$ cat config.mk
export PLATFORM = sky130hd
export DESIGN_NAME = radio_seq
export DESIGN_NICKNAME = d
export VERILOG_FILES = /design/src/rtl/radio_seq_pkg.sv /design/src/rtl/rs_state_fsm.sv /design/src/rtl/rs_event_bank.sv /design/src/rtl/rs_shortcut.sv /design/src/rtl/radio_seq.sv
export SDC_FILE = /design/constraint.sdc
export NUM_CORES = 1
export LEC_CHECK = 0
export ABC_AREA = 1
export BUFFER_PORTS_ARGS = -buffer_cell sky130_fd_sc_hd__clkbuf_2
export CORE_ASPECT_RATIO = 1.1
export CORE_MARGIN = 2
export CORE_UTILIZATION = 45
export DETAILED_ROUTE_END_ITERATION = 7
export PLACE_DENSITY = 0.74
export SYNTH_ARGS = -nofsm -noshare
export SYNTH_HDL_FRONTEND = slang
export SYNTH_SLANG_ARGS = --single-unit
$ cat constraint.sdc
create_clock -name clk -period 1.2 [get_ports clk]
set_input_delay 0.24 -clock clk [delete_from_list [all_inputs] [get_ports clk]]
set_output_delay 0.24 -clock clk [all_outputs]
set_load 0.03 [all_outputs]
$ cat src/rtl/radio_seq_pkg.sv
package radio_seq_pkg;

  typedef enum logic [3:0] {
    ST_OFF      = 4'd0,
    ST_RX_RAMP  = 4'd1,
    ST_RX_IDLE  = 4'd2,
    ST_RX_RUN   = 4'd3,
    ST_RX_DOWN  = 4'd4,
    ST_TX_RAMP  = 4'd9,
    ST_TX_IDLE  = 4'd10,
    ST_TX_RUN   = 4'd11,
    ST_TX_DOWN  = 4'd12
  } rstate_e;

  localparam int EVW        = 5;
  localparam int EV_READY   = 0;
  localparam int EV_ADDR    = 1;
  localparam int EV_PAYLOAD = 2;
  localparam int EV_END     = 3;
  localparam int EV_OFF     = 4;

  localparam int SCW             = 6;
  localparam int SC_READY_START  = 0;
  localparam int SC_END_DISABLE  = 1;
  localparam int SC_OFF_TXEN     = 2;
  localparam int SC_OFF_RXEN     = 3;
  localparam int SC_END_START    = 5;

endpackage

$ cat src/rtl/rs_state_fsm.sv
module rs_state_fsm
  import radio_seq_pkg::*;
#(
  parameter int RAMP_SLOW  = 24,
  parameter int RAMP_FAST  = 6,
  parameter int OFF_CYCLES = 3
) (
  input  logic           clk,
  input  logic           rst,
  input  logic           ramp_fast,
  input  logic           go_txen,
  input  logic           go_rxen,
  input  logic           go_start,
  input  logic           go_stop,
  input  logic           go_disable,
  input  logic           addr_done,
  input  logic           pkt_done,
  output rstate_e        st_q,
  output logic [EVW-1:0] evt_pulse
);

  localparam int RAMP_MAX = (RAMP_SLOW > RAMP_FAST) ? RAMP_SLOW : RAMP_FAST;
  localparam int CNT_MAX  = (RAMP_MAX > OFF_CYCLES) ? RAMP_MAX : OFF_CYCLES;
  localparam int CNT_W    = $clog2(CNT_MAX + 1);
  localparam logic [CNT_W-1:0] LIM_SLOW = CNT_W'(RAMP_SLOW - 1);
  localparam logic [CNT_W-1:0] LIM_FAST = CNT_W'(RAMP_FAST - 1);
  localparam logic [CNT_W-1:0] LIM_OFF  = CNT_W'(OFF_CYCLES - 1);

  rstate_e          st_d;
  logic [CNT_W-1:0] cnt_q, cnt_d;
  logic [CNT_W-1:0] lim_q, lim_d;
  logic [EVW-1:0]   pulse_d;
  logic             is_tx;

  assign is_tx = st_q[3];

  always_comb begin
    st_d    = st_q;
    cnt_d   = cnt_q;
    lim_d   = lim_q;
    pulse_d = '0;
    unique case (st_q)
      ST_OFF: begin
        if (go_txen || go_rxen) begin
          st_d  = go_txen ? ST_TX_RAMP : ST_RX_RAMP;
          cnt_d = '0;
          lim_d = ramp_fast ? LIM_FAST : LIM_SLOW;
        end
      end
      ST_TX_RAMP, ST_RX_RAMP: begin
        if (go_disable) begin
          st_d  = is_tx ? ST_TX_DOWN : ST_RX_DOWN;
          cnt_d = '0;
        end else if (cnt_q == lim_q) begin
          st_d = is_tx ? ST_TX_IDLE : ST_RX_IDLE;
          pulse_d[EV_READY] = 1'b1;
        end else begin
          cnt_d = cnt_q + 1'b1;
        end
      end
      ST_TX_IDLE, ST_RX_IDLE: begin
        if (go_disable) begin
          st_d  = is_tx ? ST_TX_DOWN : ST_RX_DOWN;
          cnt_d = '0;
        end else if (go_start) begin
          st_d = is_tx ? ST_TX_RUN : ST_RX_RUN;
        end
      end
      ST_TX_RUN, ST_RX_RUN: begin
        if (go_disable) begin
          st_d  = is_tx ? ST_TX_DOWN : ST_RX_DOWN;
          cnt_d = '0;
        end else if (go_stop) begin
          st_d = is_tx ? ST_TX_IDLE : ST_RX_IDLE;
        end else begin
          if (addr_done) pulse_d[EV_ADDR] = 1'b1;
          if (pkt_done) begin
            st_d = is_tx ? ST_TX_IDLE : ST_RX_IDLE;
            pulse_d[EV_PAYLOAD] = 1'b1;
            pulse_d[EV_END]     = 1'b1;
          end
        end
      end
      ST_TX_DOWN, ST_RX_DOWN: begin
        if (cnt_q == LIM_OFF) begin
          st_d = ST_OFF;
          pulse_d[EV_OFF] = 1'b1;
        end else begin
          cnt_d = cnt_q + 1'b1;
        end
      end
      default: st_d = ST_OFF;
    endcase
  end

  always_ff @(posedge clk) begin
    if (rst) begin
      st_q      <= ST_OFF;
      cnt_q     <= '0;
      lim_q     <= LIM_SLOW;
      evt_pulse <= '0;
    end else begin
      st_q      <= st_d;
      cnt_q     <= cnt_d;
      lim_q     <= lim_d;
      evt_pulse <= pulse_d;
    end
  end

  assert_state_code_R2: assert property (@(posedge clk) disable iff (rst)
    st_q inside {ST_OFF, ST_RX_RAMP, ST_RX_IDLE, ST_RX_RUN, ST_RX_DOWN,
                 ST_TX_RAMP, ST_TX_IDLE, ST_TX_RUN, ST_TX_DOWN});

  assert_ramp_entry_R6: assert property (@(posedge clk) disable iff (rst)
    ((st_q == ST_TX_RAMP || st_q == ST_RX_RAMP) && $past(st_q) != st_q)
      |-> $past(st_q) == ST_OFF);

  assert_ready_idle_R2: assert property (@(posedge clk) disable iff (rst)
    evt_pulse[EV_READY] |-> (st_q == ST_TX_IDLE || st_q == ST_RX_IDLE));

  assert_ramp_count_R4: assert property (@(posedge clk) disable iff (rst)
    (st_q == ST_TX_RAMP || st_q == ST_RX_RAMP) |-> cnt_q <= lim_q);

  assert_disable_exit_R5: assert property (@(posedge clk) disable iff (rst)
    (go_disable && !(st_q inside {ST_OFF, ST_TX_DOWN, ST_RX_DOWN}))
      |=> (st_q == ST_TX_DOWN || st_q == ST_RX_DOWN));

endmodule

$ cat src/rtl/rs_event_bank.sv
module rs_event_bank
  import radio_seq_pkg::*;
(
  input  logic           clk,
  input  logic           rst,
  input  logic [EVW-1:0] evt_pulse,
  input  logic [EVW-1:0] wr_en,
  input  logic [EVW-1:0] wr_val,
  input  logic [EVW-1:0] set_vec,
  input  logic [EVW-1:0] clr_vec,
  output logic [EVW-1:0] flags_q,
  output logic [EVW-1:0] mask_q,
  output logic           irq_q
);

  logic [EVW-1:0] flags_d;
  logic [EVW-1:0] mask_d;

  always_comb begin
    for (int i = 0; i < EVW; i++) begin
      flags_d[i] = flags_q[i];
      if (wr_en[i] && !wr_val[i]) flags_d[i] = 1'b0;
      if (evt_pulse[i])           flags_d[i] = 1'b1;
    end
    mask_d = (mask_q | set_vec) & ~clr_vec;
  end

  always_ff @(posedge clk) begin
    if (rst) begin
      flags_q <= '0;
      mask_q  <= '0;
      irq_q   <= 1'b0;
    end else begin
      flags_q <= flags_d;
      mask_q  <= mask_d;
      irq_q   <= |(flags_d & mask_d);
    end
  end

  for (genvar g = 0; g < EVW; g++) begin : g_sticky
    assert_flag_sticky_R7: assert property (@(posedge clk) disable iff (rst)
      (flags_q[g] && !(wr_en[g] && !wr_val[g])) |=> flags_q[g]);
  end

  assert_mask_clear_all_R8: assert property (@(posedge clk) disable iff (rst)
    (clr_vec == '1) |=> (mask_q == '0));

  assert_irq_or_R9: assert property (@(posedge clk) disable iff (rst)
    irq_q == |(flags_q & mask_q));

endmodule

$ cat src/rtl/rs_shortcut.sv
module rs_shortcut
  import radio_seq_pkg::*;
(
  input  logic           clk,
  input  logic           rst,
  input  logic           sh_we,
  input  logic [SCW-1:0] sh_wdata,
  input  logic [EVW-1:0] evt_pulse,
  output logic           sc_txen,
  output logic           sc_rxen,
  output logic           sc_start,
  output logic           sc_disable
);

  logic [SCW-1:0] link_q;
  logic           rsvd_unused;

  assign rsvd_unused = link_q[4];

  always_ff @(posedge clk) begin
    if (rst) begin
      link_q     <= '0;
      sc_txen    <= 1'b0;
      sc_rxen    <= 1'b0;
      sc_start   <= 1'b0;
      sc_disable <= 1'b0;
    end else begin
      if (sh_we) link_q <= sh_wdata;
      sc_start   <= (evt_pulse[EV_READY] && link_q[SC_READY_START])
                  || (evt_pulse[EV_END] && link_q[SC_END_START]);
      sc_disable <= evt_pulse[EV_END] && link_q[SC_END_DISABLE];
      sc_txen    <= evt_pulse[EV_OFF] && link_q[SC_OFF_TXEN];
      sc_rxen    <= evt_pulse[EV_OFF] && link_q[SC_OFF_RXEN];
    end
  end

  assert_ready_link_R10: assert property (@(posedge clk) disable iff (rst)
    (evt_pulse[EV_READY] && link_q[SC_READY_START]) |=> sc_start);

  assert_off_link_R10: assert property (@(posedge clk) disable iff (rst)
    (sc_txen || sc_rxen) |-> $past(evt_pulse[EV_OFF]));

endmodule

$ cat src/rtl/radio_seq.sv
module radio_seq
  import radio_seq_pkg::*;
#(
  parameter int RAMP_SLOW  = 24,
  parameter int RAMP_FAST  = 6,
  parameter int OFF_CYCLES = 3
) (
  input  logic       clk,
  input  logic       rst,
  input  logic       ramp_fast,
  input  logic       task_txen,
  input  logic       task_rxen,
  input  logic       task_start,
  input  logic       task_stop,
  input  logic       task_disable,
  input  logic       addr_done,
  input  logic       pkt_done,
  input  logic [4:0] evt_wr_en,
  input  logic [4:0] evt_wr_val,
  input  logic [4:0] inten_set,
  input  logic [4:0] inten_clr,
  input  logic       shorts_we,
  input  logic [5:0] shorts_wdata,
  output logic [3:0] radio_state,
  output logic [4:0] evt_flags,
  output logic [4:0] inten,
  output logic       irq
);

  rstate_e        st;
  logic [EVW-1:0] pulse;
  logic           sc_txen, sc_rxen, sc_start, sc_disable;

  rs_state_fsm #(
    .RAMP_SLOW (RAMP_SLOW),
    .RAMP_FAST (RAMP_FAST),
    .OFF_CYCLES(OFF_CYCLES)
  ) u_fsm (
    .clk       (clk),
    .rst       (rst),
    .ramp_fast (ramp_fast),
    .go_txen   (task_txen | sc_txen),
    .go_rxen   (task_rxen | sc_rxen),
    .go_start  (task_start | sc_start),
    .go_stop   (task_stop),
    .go_disable(task_disable | sc_disable),
    .addr_done (addr_done),
    .pkt_done  (pkt_done),
    .st_q      (st),
    .evt_pulse (pulse)
  );

  rs_shortcut u_sc (
    .clk       (clk),
    .rst       (rst),
    .sh_we     (shorts_we),
    .sh_wdata  (shorts_wdata),
    .evt_pulse (pulse),
    .sc_txen   (sc_txen),
    .sc_rxen   (sc_rxen),
    .sc_start  (sc_start),
    .sc_disable(sc_disable)
  );

  rs_event_bank u_evt (
    .clk      (clk),
    .rst      (rst),
    .evt_pulse(pulse),
    .wr_en    (evt_wr_en),
    .wr_val   (evt_wr_val),
    .set_vec  (inten_set),
    .clr_vec  (inten_clr),
    .flags_q  (evt_flags),
    .mask_q   (inten),
    .irq_q    (irq)
  );

  assign radio_state = st;

  assert_reset_state_R1: assert property (@(posedge clk)
    $past(rst) |-> (radio_state == 4'd0 && evt_flags == '0 && !irq));

endmodule

==> results.ini, run 1 <==
[logic_synthesis]
synth_edf_count=0
synthCells=233
yosysWarnings=0
ys_ff_latch=34
synth_nets=272
synthArstFlopShare_pct=0
yosys.area.top_type=dfxtp_1
synth.area.top_cells=dfxtp_1 (40%), nor2_1 (9.1%), nand2_1 (8.9%)
syn_area_um2=1690
yosys.cell_types.count=29
yosysTopAreaCellShare_pct=40.3
seq_area_frac_synth_pct=40.3
ys_dominant_reg_cell=dfxtp_1
avgSynthCellArea_um2=7.25

[final_layout]
layout-drive-gt1-share_pct=43.2
diodes=0
final_nets=348
fin_cells=360
syn2layout_area_growth_pct=41.3

[global_route]
grt_util_all_layers_pct=19.7
grt_pass1_vias=1536
grt_first_pass_wirelength_um=6480
antenna_found_initial=0
grt_max_degree=22
overflow=0

[clock_network]
clk_latency_ns=0.29
cts_buffer_depth=2
htree_num_levels=2
cts_hold_buf=0
clock_tree.root_cell=clkbuf_8
path_clk_slew_ns=0.06
cts_tree=done
cts_made_buffers=5
cts_sinks=34

[sta]
finalWorstSetupSlack_ns=-0.108
setup_viol=8
maxSlewViolCount=0
fin_crit_sh_pct=109
hold_viol_final=0
period_minus_slack_ns=1.31
slew_headroom_pct=82.1
final.setup_skew_ns=0.00506
rsz0062_at_grt=yes
tightest_slew_ns=0.266
max_freq_mhz=765

[die]
core_area_um2=3630
ios=52
num_rows=23
start_util_pct=46.6
dieArea_um2=4260
die_width_um=62.4
fp.dieH_um=68.3

[detailed_routing]
drc=0
ant_nets=0
wirelength_um=4070
avgRoutedWirePerCell_um=11.3
vias_per_cell=4.79
vias=1723
drt_iter0_drc=54
firstDrtPassIters=4

[worst_hold_path]
hold_end=u_evt.mask_q[4]
holdCritStartpoint=inten_clr[4]
hold_depth=2
holdCritPathClass=input pin to flip-flop

[worst_setup_path]
rrSetupSlack_ns=-0.11
rr_endpoint=u_fsm.cnt_q[2]
reg2reg_from=u_fsm.cnt_q[0]
crit_type=flip-flop to flip-flop
critical_path_required_ns=1.38
reg2reg_depth=10
worstPathMaxFanout=6
arrival_ns=1.49
startpoint_type=flip-flop
endpoint_kind=flip-flop

[place]
gp_congestion=0.821
io_buffers=50
dp_slack_ns=-0.180
dp_hpwl_um=3130
dp_cells=349

[pwr]
p_leak_nw=1.13
ir_drop_mv=0.976
power_density_nw_per_um2=1790

[status]
status=finished, violations left
violations=negative setup slack

[flow_run]
maxCapViolCount=0

-- cell usage in the layout (no fill, tap or decap), types with 2 or more instances in the layout --
cell and count:
buf_4 23, nor2_1 38, inv_4 2, ha_4 2, dfxtp_1 25, dfxtp_4 5, o21ai_1 3, nand2_2 5
nand2_4 4, dfxtp_2 4, inv_1 24, clkbuf_2 48, clkbuf_8 7, nand3_4 3, nor2_4 9, nor3_1 6
nand3_2 4, nand3_1 7, inv_2 4, a21oi_2 2, nand4_1 5, nand2_1 38, nor2_2 6, o21ai_0 14
a21oi_1 10
-- flip-flops by register name (all words and copies together), names as in the netlist --
name and flops:
u_fsm.cnt_q 5, u_sc.sc_rxen 1, u_sc.sc_txen 1, u_fsm.evt_pulse 4, u_evt.irq_q 1, u_evt.mask_q 5, u_fsm.lim_q 1, u_sc.link_q 5
u_evt.flags_q 5, u_fsm.st_q 4, u_sc.sc_start 1, u_sc.sc_disable 1
-- worst max path at each step --
stage / from / endpoint / slack [ns]
2_1_floorplan: u_fsm.st_q[0] / u_fsm.cnt_q[2] / -0.05
3_3_place_gp: u_fsm.cnt_q[2] / u_fsm.st_q[3] / -0.16
3_5_place_dp: u_fsm.cnt_q[2] / u_fsm.st_q[3] / -0.18
4_1_cts: u_fsm.cnt_q[0] / u_fsm.cnt_q[2] / -0.1
5_1_grt: u_fsm.st_q[0] / u_fsm.cnt_q[4] / -0.21
6_report: u_fsm.cnt_q[0] / u_fsm.cnt_q[2] / -0.11
-- metrics by stage --
stage | util, % | total power, mW | hold slack (ns) | instance area [µm²] | setup TNS, ns
3_3_place_gp | 60.2 | 3.18 | 0.416 | 2180 | -0.712
6_report | 65.8 | 4.27 | 0.126 | 2390 | -0.654
2_1_floorplan | - | 2.71 | 0.317 | 1750 | -0.134
5_1_grt | 65.8 | 4.55 | 0.120 | 2390 | -1.69
4_1_cts | 64.3 | 4.19 | 0.115 | 2330 | -0.622
3_5_place_dp | 60.2 | 3.22 | 0.421 | 2180 | -0.871
-- layer usage --
layer	part of all wire (%)	vias up	track usage, %	wire, µm
met5	0	-	0	0
met4	2.1	0	10.8	85
met3	4.8	11	5.26	195
met2	52	46	36.3	2120
met1	41	773	20.9	1660
li1	-	893	-	-
-- cell usage after synthesis (2+ instances only) --
cell and n:
inv_2 4, nand2_1 40, ha_1 2, o21ai_0 16, nor2_2 5, nand4_1 5
nor3_1 6, o21ai_1 2, nor2_4 7, nand3_2 5, a21oi_1 12, nand3_1 9
nor2_1 41, dfxtp_1 34, nand2_2 5, inv_1 26, nand2_4 2
-- final cells by class --
class / count / area (µm²)
Fill cell: 332 / 1240
Clock inverter: 1 / 5.00
Inverter: 30 / 118
Timing Repair Buffer: 73 / 434
Sequential cell: 34 / 704
Tap cell: 50 / 62.6
Clock buffer: 7 / 86.3
Multi-Input combinational cell: 165 / 976
-- kinds of logic after synthesis --
family          Yosys count  synth area share [%]
compound gates           34                  10.7
buf+inv                  34                  8.30
fa+ha+maj                 2                  1.48
flops                    34                  40.3
simple gates            129                  39.3
-- power by group --
group / leakage, nW / switching (mW) / internal, mW / total, mW
registers: 0.283 / 0.176 / 1.29 / 1.47
logic: 0.800 / 1.13 / 0.809 / 1.94
clock network: 0.0482 / 0.401 / 0.462 / 0.863
total: 1.13 / 1.71 / 2.56 / 4.27
-- critical path: stages (launching register included) --
cell and delay, ns:
dfxtp_4 0.40, inv_4 0.05, ha_4 0.15, nand3_4 0.09, nand2_4 0.08, nand2_4 0.09
nand2_4 0.06, nor2_4 0.11, nand2_1 0.06, nand2_1 0.07, nor2_2 0.03
-- what timing repair did --
| action | 4_1_cts | 5_1_grt |
|---|---|---|
| cloned | 0 | 0 |
| gates resized for setup | 11 | 13 |
| pin swaps | 7 | 3 |
| setup endpoints to repair | 10 | 15 |
| buffers inserted | 2 | 1 |
Power figures use the tool's default switching activity.
==> run 2: changes to the inputs <==
Settings changed: CORE_UTILIZATION 45 to 50, PLACE_DENSITY 0.74 to 0.78.
Clock period 1.2 ns to 1.3 ns, I/O delays scaled along.
==> results.ini, run 2 (same netlist as run 1, synthesis figures left out) <==
[pwr]
p_seq_share_pct=30.4  ; was 34.4%
power_density_nw_per_um2=1800  ; was 1790 nW/µm²
power_frac_clock_pct=22.1  ; was 20.2%
p_leak_nw=1.18  ; was 1.13 nW
ir_drop_mv=1.63  ; was 0.976 mV
internal-power_mw=2.69  ; was 2.56 mW
pwr-share-comb_pct=47.5  ; was 45.4%
p_sw_share_pct=39.2  ; was 40.0%
p_switching_mw=1.74  ; was 1.71 mW

[clock_network]
cts_hold_buf=0  ; unchanged
cts_buffer_depth=2  ; unchanged
cts_made_buffers=5  ; unchanged
cts_tree=done  ; unchanged
clk_latency_ns=0.33  ; was 0.29 ns
cts_sinks=34  ; unchanged
clock_tree.root_cell=clkbuf_4  ; was clkbuf_8
path_clk_slew_ns=0.12  ; was 0.06 ns
htree_num_levels=2  ; unchanged

[detailed_routing]
wirelength_um=4660  ; was 4070 µm
avgRoutedWirePerCell_um=13.4  ; was 11.3 µm
vias=1786  ; was 1723
drc=0  ; unchanged
firstDrtPassIters=4  ; unchanged
ant_nets=0  ; unchanged
drt_iter0_drc=60  ; was 54
vias_per_cell=5.12  ; was 4.79

[final_layout]
multi_input_area_um2=1020  ; was 976 µm²
final_cell_mix=clkbuf_2 (50), nor2_1 (40), nand2_1 (34)  ; was clkbuf_2 (48), nand2_1 (38), nor2_1 (38)
regArea_um2=707  ; was 704 µm²
final_common_cell=clkbuf_2  ; unchanged
final_nets=351  ; was 348
fillerInstances=248  ; was 332
syn2layout_area_growth_pct=45.9  ; was 41.3%
layout-drive-gt1-share_pct=44.4  ; was 43.2%
fin_util_pct=75.2  ; was 65.8%
diodes=0  ; unchanged

[worst_setup_path]
startpoint_type=flip-flop  ; unchanged
crit_type=flip-flop to flip-flop  ; unchanged
arrival_ns=1.66  ; was 1.49 ns
worstPathMaxFanout=3  ; was 6
rrSetupSlack_ns=-0.09  ; was -0.11 ns
crit_start=u_fsm.cnt_q[0]  ; unchanged
reg2reg_depth=8  ; was 10
crit_end=u_fsm.cnt_q[4]  ; was u_fsm.cnt_q[2]
rr_endpoint=u_fsm.cnt_q[4]  ; was u_fsm.cnt_q[2]
endpoint_kind=flip-flop  ; unchanged
critical_path_required_ns=1.57  ; was 1.38 ns
reg2reg_from=u_fsm.cnt_q[0]  ; unchanged

[sta]
max_freq_mhz=721  ; was 765 MHz
hold_viol_final=0  ; unchanged
tightest_slew_ns=0.325  ; was 0.266 ns
final.setup_skew_ns=0.00937  ; was 0.00506 ns
holdWs_ns=0.0859  ; was 0.126 ns
rsz0062_at_grt=yes  ; unchanged
period_minus_slack_ns=1.39  ; was 1.31 ns
slew_headroom_pct=78.1  ; was 82.1%
maxSlewViolCount=0  ; unchanged
setup_viol=8  ; unchanged
finalWorstSetupSlack_ns=-0.0878  ; was -0.108 ns
fin_crit_sh_pct=107  ; was 109%

[global_route]
grt_first_pass_wirelength_um=6570  ; was 6480 µm
overflow=0  ; unchanged
antenna_found_initial=0  ; unchanged
grt_pass1_vias=1614  ; was 1536
grt_util_all_layers_pct=22.5  ; was 19.7%
grt_max_degree=15  ; was 22

[place]
dp_hpwl_um=2890  ; was 3130 µm
gp_congestion=0.820  ; was 0.821
io_buffers=50  ; unchanged

[worst_hold_path]
holdCritPathClass=input pin to flip-flop  ; unchanged
holdCritStartpoint=inten_clr[4]  ; unchanged

[die]
num_rows=22  ; was 23
ios=52  ; unchanged
dieArea_um2=3860  ; was 4260 µm²
fp.dieH_um=65.0  ; was 68.3 µm
die_width_um=59.4  ; was 62.4 µm
start_util_pct=51.6  ; was 46.6%
core_area_um2=3280  ; was 3630 µm²

[status]
violations=negative setup slack  ; unchanged
status=finished, violations left  ; unchanged

[flow_run]
maxCapViolCount=0  ; unchanged

==> run 2: changes by cell type in the layout (fill, tap and decap cells not counted), moves of 2 or more <==
cell,previous run,this run
clkbuf_8,7,0
buf_6,0,4
clkbuf_4,1,5
nand2_1,38,34
bufinv_16,0,2
clkbuf_2,48,50
inv_6,0,2
nand2_4,4,6
nand2_8,0,2
nor2_1,38,40
nor2_2,6,4
==> run 2: how the worst min path moves through the flow <==
stage / depth (start not counted) / end
6_report: 2 / u_evt.mask_q[4]
5_1_grt: 2 / u_evt.mask_q[3]
4_1_cts: 2 / u_evt.mask_q[4]
3_5_place_dp: 2 / u_sc.sc_txen
3_3_place_gp: 2 / u_sc.sc_txen
2_1_floorplan: 1 / u_evt.mask_q[4]
==> run 2: what timing repair did <==
| item | CTS | global route |
|---|---|---|
| setup endpoints to repair | 9 | 8 |
| hold endpoints to repair | 0 | 0 |
| gates cloned | 0 | 0 |
| resized for setup | 24 | 28 |
| pin swaps | 13 | 22 |
| buffers inserted | 5 | 11 |
==> run 2: layout make-up <==
class / instances / area share, %
Timing Repair Buffer: 76 / 18.7
Clock buffer: 5 / 1.52
Inverter: 30 / 5.08
Tap cell: 36 / 1.83
Clock inverter: 3 / 2.79
Sequential cell: 34 / 28.7
Multi-Input combinational cell: 165 / 41.4
==> run 2: routing by layer <==
layer	up-vias	wire length, µm	global-route usage, %
met5	-	0	0
met1	813	1850	26.2
met2	57	2470	39.1
met3	11	234	4.79
li1	905	-	-
met4	0	108	8.52
==> run 2: metrics by stage <==
| stage | power [mW] | setup TNS [ns] | area [µm²] | worst slack [ns] | cells |
|---|---|---|---|---|---|
| 2_1_floorplan | 2.40 | 0 | 1700 | 0.0203 | 233 |
| 5_1_grt | 4.68 | -1.03 | 2460 | -0.179 | 349 |
| 3_3_place_gp | 2.69 | -0.287 | 2040 | -0.0840 | 325 |
| 4_1_cts | 3.95 | -0.0678 | 2270 | -0.0296 | 338 |
| 3_5_place_dp | 2.72 | -0.545 | 2040 | -0.105 | 325 |
| 6_report | 4.43 | -0.391 | 2460 | -0.0878 | 349 |
==> run 2: power by group through the flow <==
stage	Clock (mW)	Sequential [mW]	Combinational, mW
after floorplan	0	1.40	0.999
after global placement	0	1.31	1.38
after detailed placement	0	1.32	1.40
after CTS	0.994	1.30	1.66
after global routing	1.04	1.36	2.27
final	0.977	1.35	2.10
==> run 2: critical path, stage by stage, from the launching register on <==
cell	delay, ns
dfxtp_4	0.40
buf_6	0.11
ha_4	0.14
nand2_2	0.08
o21bai_4	0.14
nand3_1	0.11
o21ai_2	0.13
nand2_1	0.08
a21oi_1	0.14
==> run 3: changes to the inputs <==
Settings changed: CELL_PAD_IN_SITES_DETAIL_PLACEMENT set to 1, CELL_PAD_IN_SITES_GLOBAL_PLACEMENT set to 2, CORE_UTILIZATION 50 to 27, SETUP_SLACK_MARGIN set to 0.3.
==> results.ini, run 3 (same netlist as run 1, synthesis figures left out) <==
[status]
status=finished, violations left  ; unchanged
violations=negative setup slack  ; unchanged

[clock_network]
cts_tree=done  ; unchanged
htree_num_levels=2  ; unchanged
clock_tree.root_cell=clkbuf_8  ; was clkbuf_4
clk_latency_ns=0.29  ; was 0.33 ns
cts_hold_buf=0  ; unchanged
cts_sinks=34  ; unchanged
cts_made_buffers=5  ; unchanged
path_clk_slew_ns=0.07  ; was 0.12 ns
cts_buffer_depth=2  ; unchanged

[sta]
max_freq_mhz=744  ; was 721 MHz
fin_crit_sh_pct=103  ; was 107%
setup_viol=8  ; unchanged
hold_viol_final=0  ; unchanged
slew_headroom_pct=80.5  ; was 78.1%
finalWorstSetupSlack_ns=-0.0436  ; was -0.0878 ns
maxSlewViolCount=0  ; unchanged
setup_tns_ns=-0.152  ; was -0.391 ns
period_minus_slack_ns=1.34  ; was 1.39 ns
rsz0062_at_grt=yes  ; unchanged
tightest_slew_ns=0.292  ; was 0.325 ns
final.setup_skew_ns=0.00378  ; was 0.00937 ns

[final_layout]
multi_input_area_um2=1060  ; was 1020 µm²
syn2layout_area_growth_pct=61.4  ; was 45.9%
final_cell_mix=nand2_1 (35), clkbuf_2 (35), nor2_1 (33)  ; was clkbuf_2 (50), nor2_1 (40), nand2_1 (34)
diodes=0  ; unchanged
fin_cells=395  ; was 349
fin_util_pct=44.6  ; was 75.2%
regArea_um2=719  ; was 707 µm²
final_area_um2=2730  ; was 2460 µm²
final_nets=354  ; was 351
fillerInstances=759  ; was 248
layout-drive-gt1-share_pct=52.7  ; was 44.4%

[die]
start_util_pct=27.6  ; was 51.6%
ios=52  ; unchanged
core_area_um2=6120  ; was 3280 µm²
die_width_um=79.4  ; was 59.4 µm
dieArea_um2=6910  ; was 3860 µm²
num_rows=30  ; was 22
fp.dieH_um=87.0  ; was 65.0 µm

[pwr]
ir_drop_mv=0.952  ; was 1.63 mV
p_leak_nw=1.22  ; was 1.18 nW
power_density_nw_per_um2=1640  ; was 1800 nW/µm²

[worst_setup_path]
arrival_ns=1.52  ; was 1.66 ns
endpoint_kind=flip-flop  ; unchanged
rrSetupSlack_ns=-0.04  ; was -0.09 ns
startpoint_type=flip-flop  ; unchanged
reg2reg_depth=10  ; was 8
rr_endpoint=u_fsm.cnt_q[2]  ; was u_fsm.cnt_q[4]
reg2reg_from=u_fsm.cnt_q[0]  ; unchanged
crit_type=flip-flop to flip-flop  ; unchanged
critical_path_required_ns=1.48  ; was 1.57 ns
worstPathMaxFanout=6  ; was 3

[detailed_routing]
firstDrtPassIters=4  ; unchanged
drt_iter0_drc=30  ; was 60
avgRoutedWirePerCell_um=13.4  ; about the same
ant_nets=0  ; unchanged
vias=1782  ; was 1786
wirelength_um=5290  ; was 4660 µm
vias_per_cell=4.51  ; was 5.12
drc=0  ; unchanged

[worst_hold_path]
hold_depth=2  ; unchanged
holdCritPathClass=input pin to flip-flop  ; unchanged
hold_end=u_evt.mask_q[4]  ; unchanged
holdCritStartpoint=inten_clr[4]  ; unchanged

[flow_run]
maxCapViolCount=0  ; unchanged

[global_route]
overflow=0  ; unchanged
grt_first_pass_wirelength_um=8160  ; was 6570 µm
grt_max_degree=14  ; was 15
antenna_found_initial=0  ; unchanged
grt_pass1_vias=1771  ; was 1614
grt_util_all_layers_pct=15.4  ; was 22.5%

[place]
place_area_um2=2190  ; was 2040 µm²
dp_hpwl_um=3920  ; was 2890 µm
gp_congestion=0.754  ; was 0.820
io_buffers=50  ; unchanged
dp_cells=374  ; was 325

## run 3: cell types whose count changed in the layout (fill, tap and decap cells not counted), moves of 4 or more
cell	previous run	this run
o21ai_0	14	7
nor2_1	40	33
dfxtp_2	3	16
buf_8	0	15
clkbuf_2	50	35
o21ai_1	3	7
dfxtp_1	25	13
clkbuf_4	5	0
nor2_4	9	13
clkbuf_8	0	5
## run 3: layout make-up
| class | count | area share [%] |
|---|---|---|
| clock inverter | 2 | 0.367 |
| timing repair buffer | 79 | 23.6 |
| sequential | 34 | 26.4 |
| inverter | 30 | 4.68 |
| multi-input combinational | 165 | 38.7 |
| tap | 80 | 3.67 |
| clock buffer | 5 | 2.52 |
## run 3: report_power, final
group	switching (mW)	leakage [nW]	total, mW	internal [mW]
Clock	0.396	0.0438	0.756	0.360
Sequential	0.208	0.288	1.40	1.20
Combinational	1.26	0.885	2.31	1.05
## run 3: metrics by stage
step	setup slack, ns	hold WS [ns]	power (mW)
floorplan	0.0509	0.337	2.50
global placement	-0.0383	0.421	2.98
detailed placement	-0.0752	0.423	3.01
CTS	-0.0426	0.119	4.16
global route	-0.147	0.116	4.81
finish	-0.0436	0.134	4.47
## run 3: worst max path at each step
stage | startpoint | endpoint | slack [ns] | depth (start not counted)
2_1_floorplan | u_fsm.st_q[0] | u_fsm.cnt_q[2] | 0.05 | 9
3_3_place_gp | u_fsm.cnt_q[1] | u_fsm.cnt_q[4] | -0.04 | 7
3_5_place_dp | u_fsm.cnt_q[1] | u_fsm.cnt_q[4] | -0.08 | 7
4_1_cts | u_fsm.cnt_q[0] | u_fsm.cnt_q[2] | -0.04 | 10
5_1_grt | u_fsm.cnt_q[0] | u_fsm.st_q[3] | -0.15 | 10
6_report | u_fsm.cnt_q[0] | u_fsm.cnt_q[2] | -0.04 | 10
## run 3: worst max-delay path: stages, from the launching register on
cell	delay, ns
dfxtp_4	0.41
inv_4	0.05
ha_4	0.15
nand3_4	0.09
nand2_4	0.08
nand2_4	0.10
nand2_4	0.05
nor2_4	0.13
nand2_1	0.07
nand2_1	0.07
nor2_2	0.03
## run 3: what timing repair did
action                                  CTS  global route
endpoints found under the setup margin   29            30
pin swaps                                 8            19
setup buffers                             6             8
gates resized for setup                  60            56
## run 3: metal layers
layer,share of wire (%),GRT usage [%],vias up
met5,0,0,-
met4,1.2,6.11,0
met3,2.7,3.63,4
met2,54,27.3,29
met1,42,17.9,845
li1,-,-,904
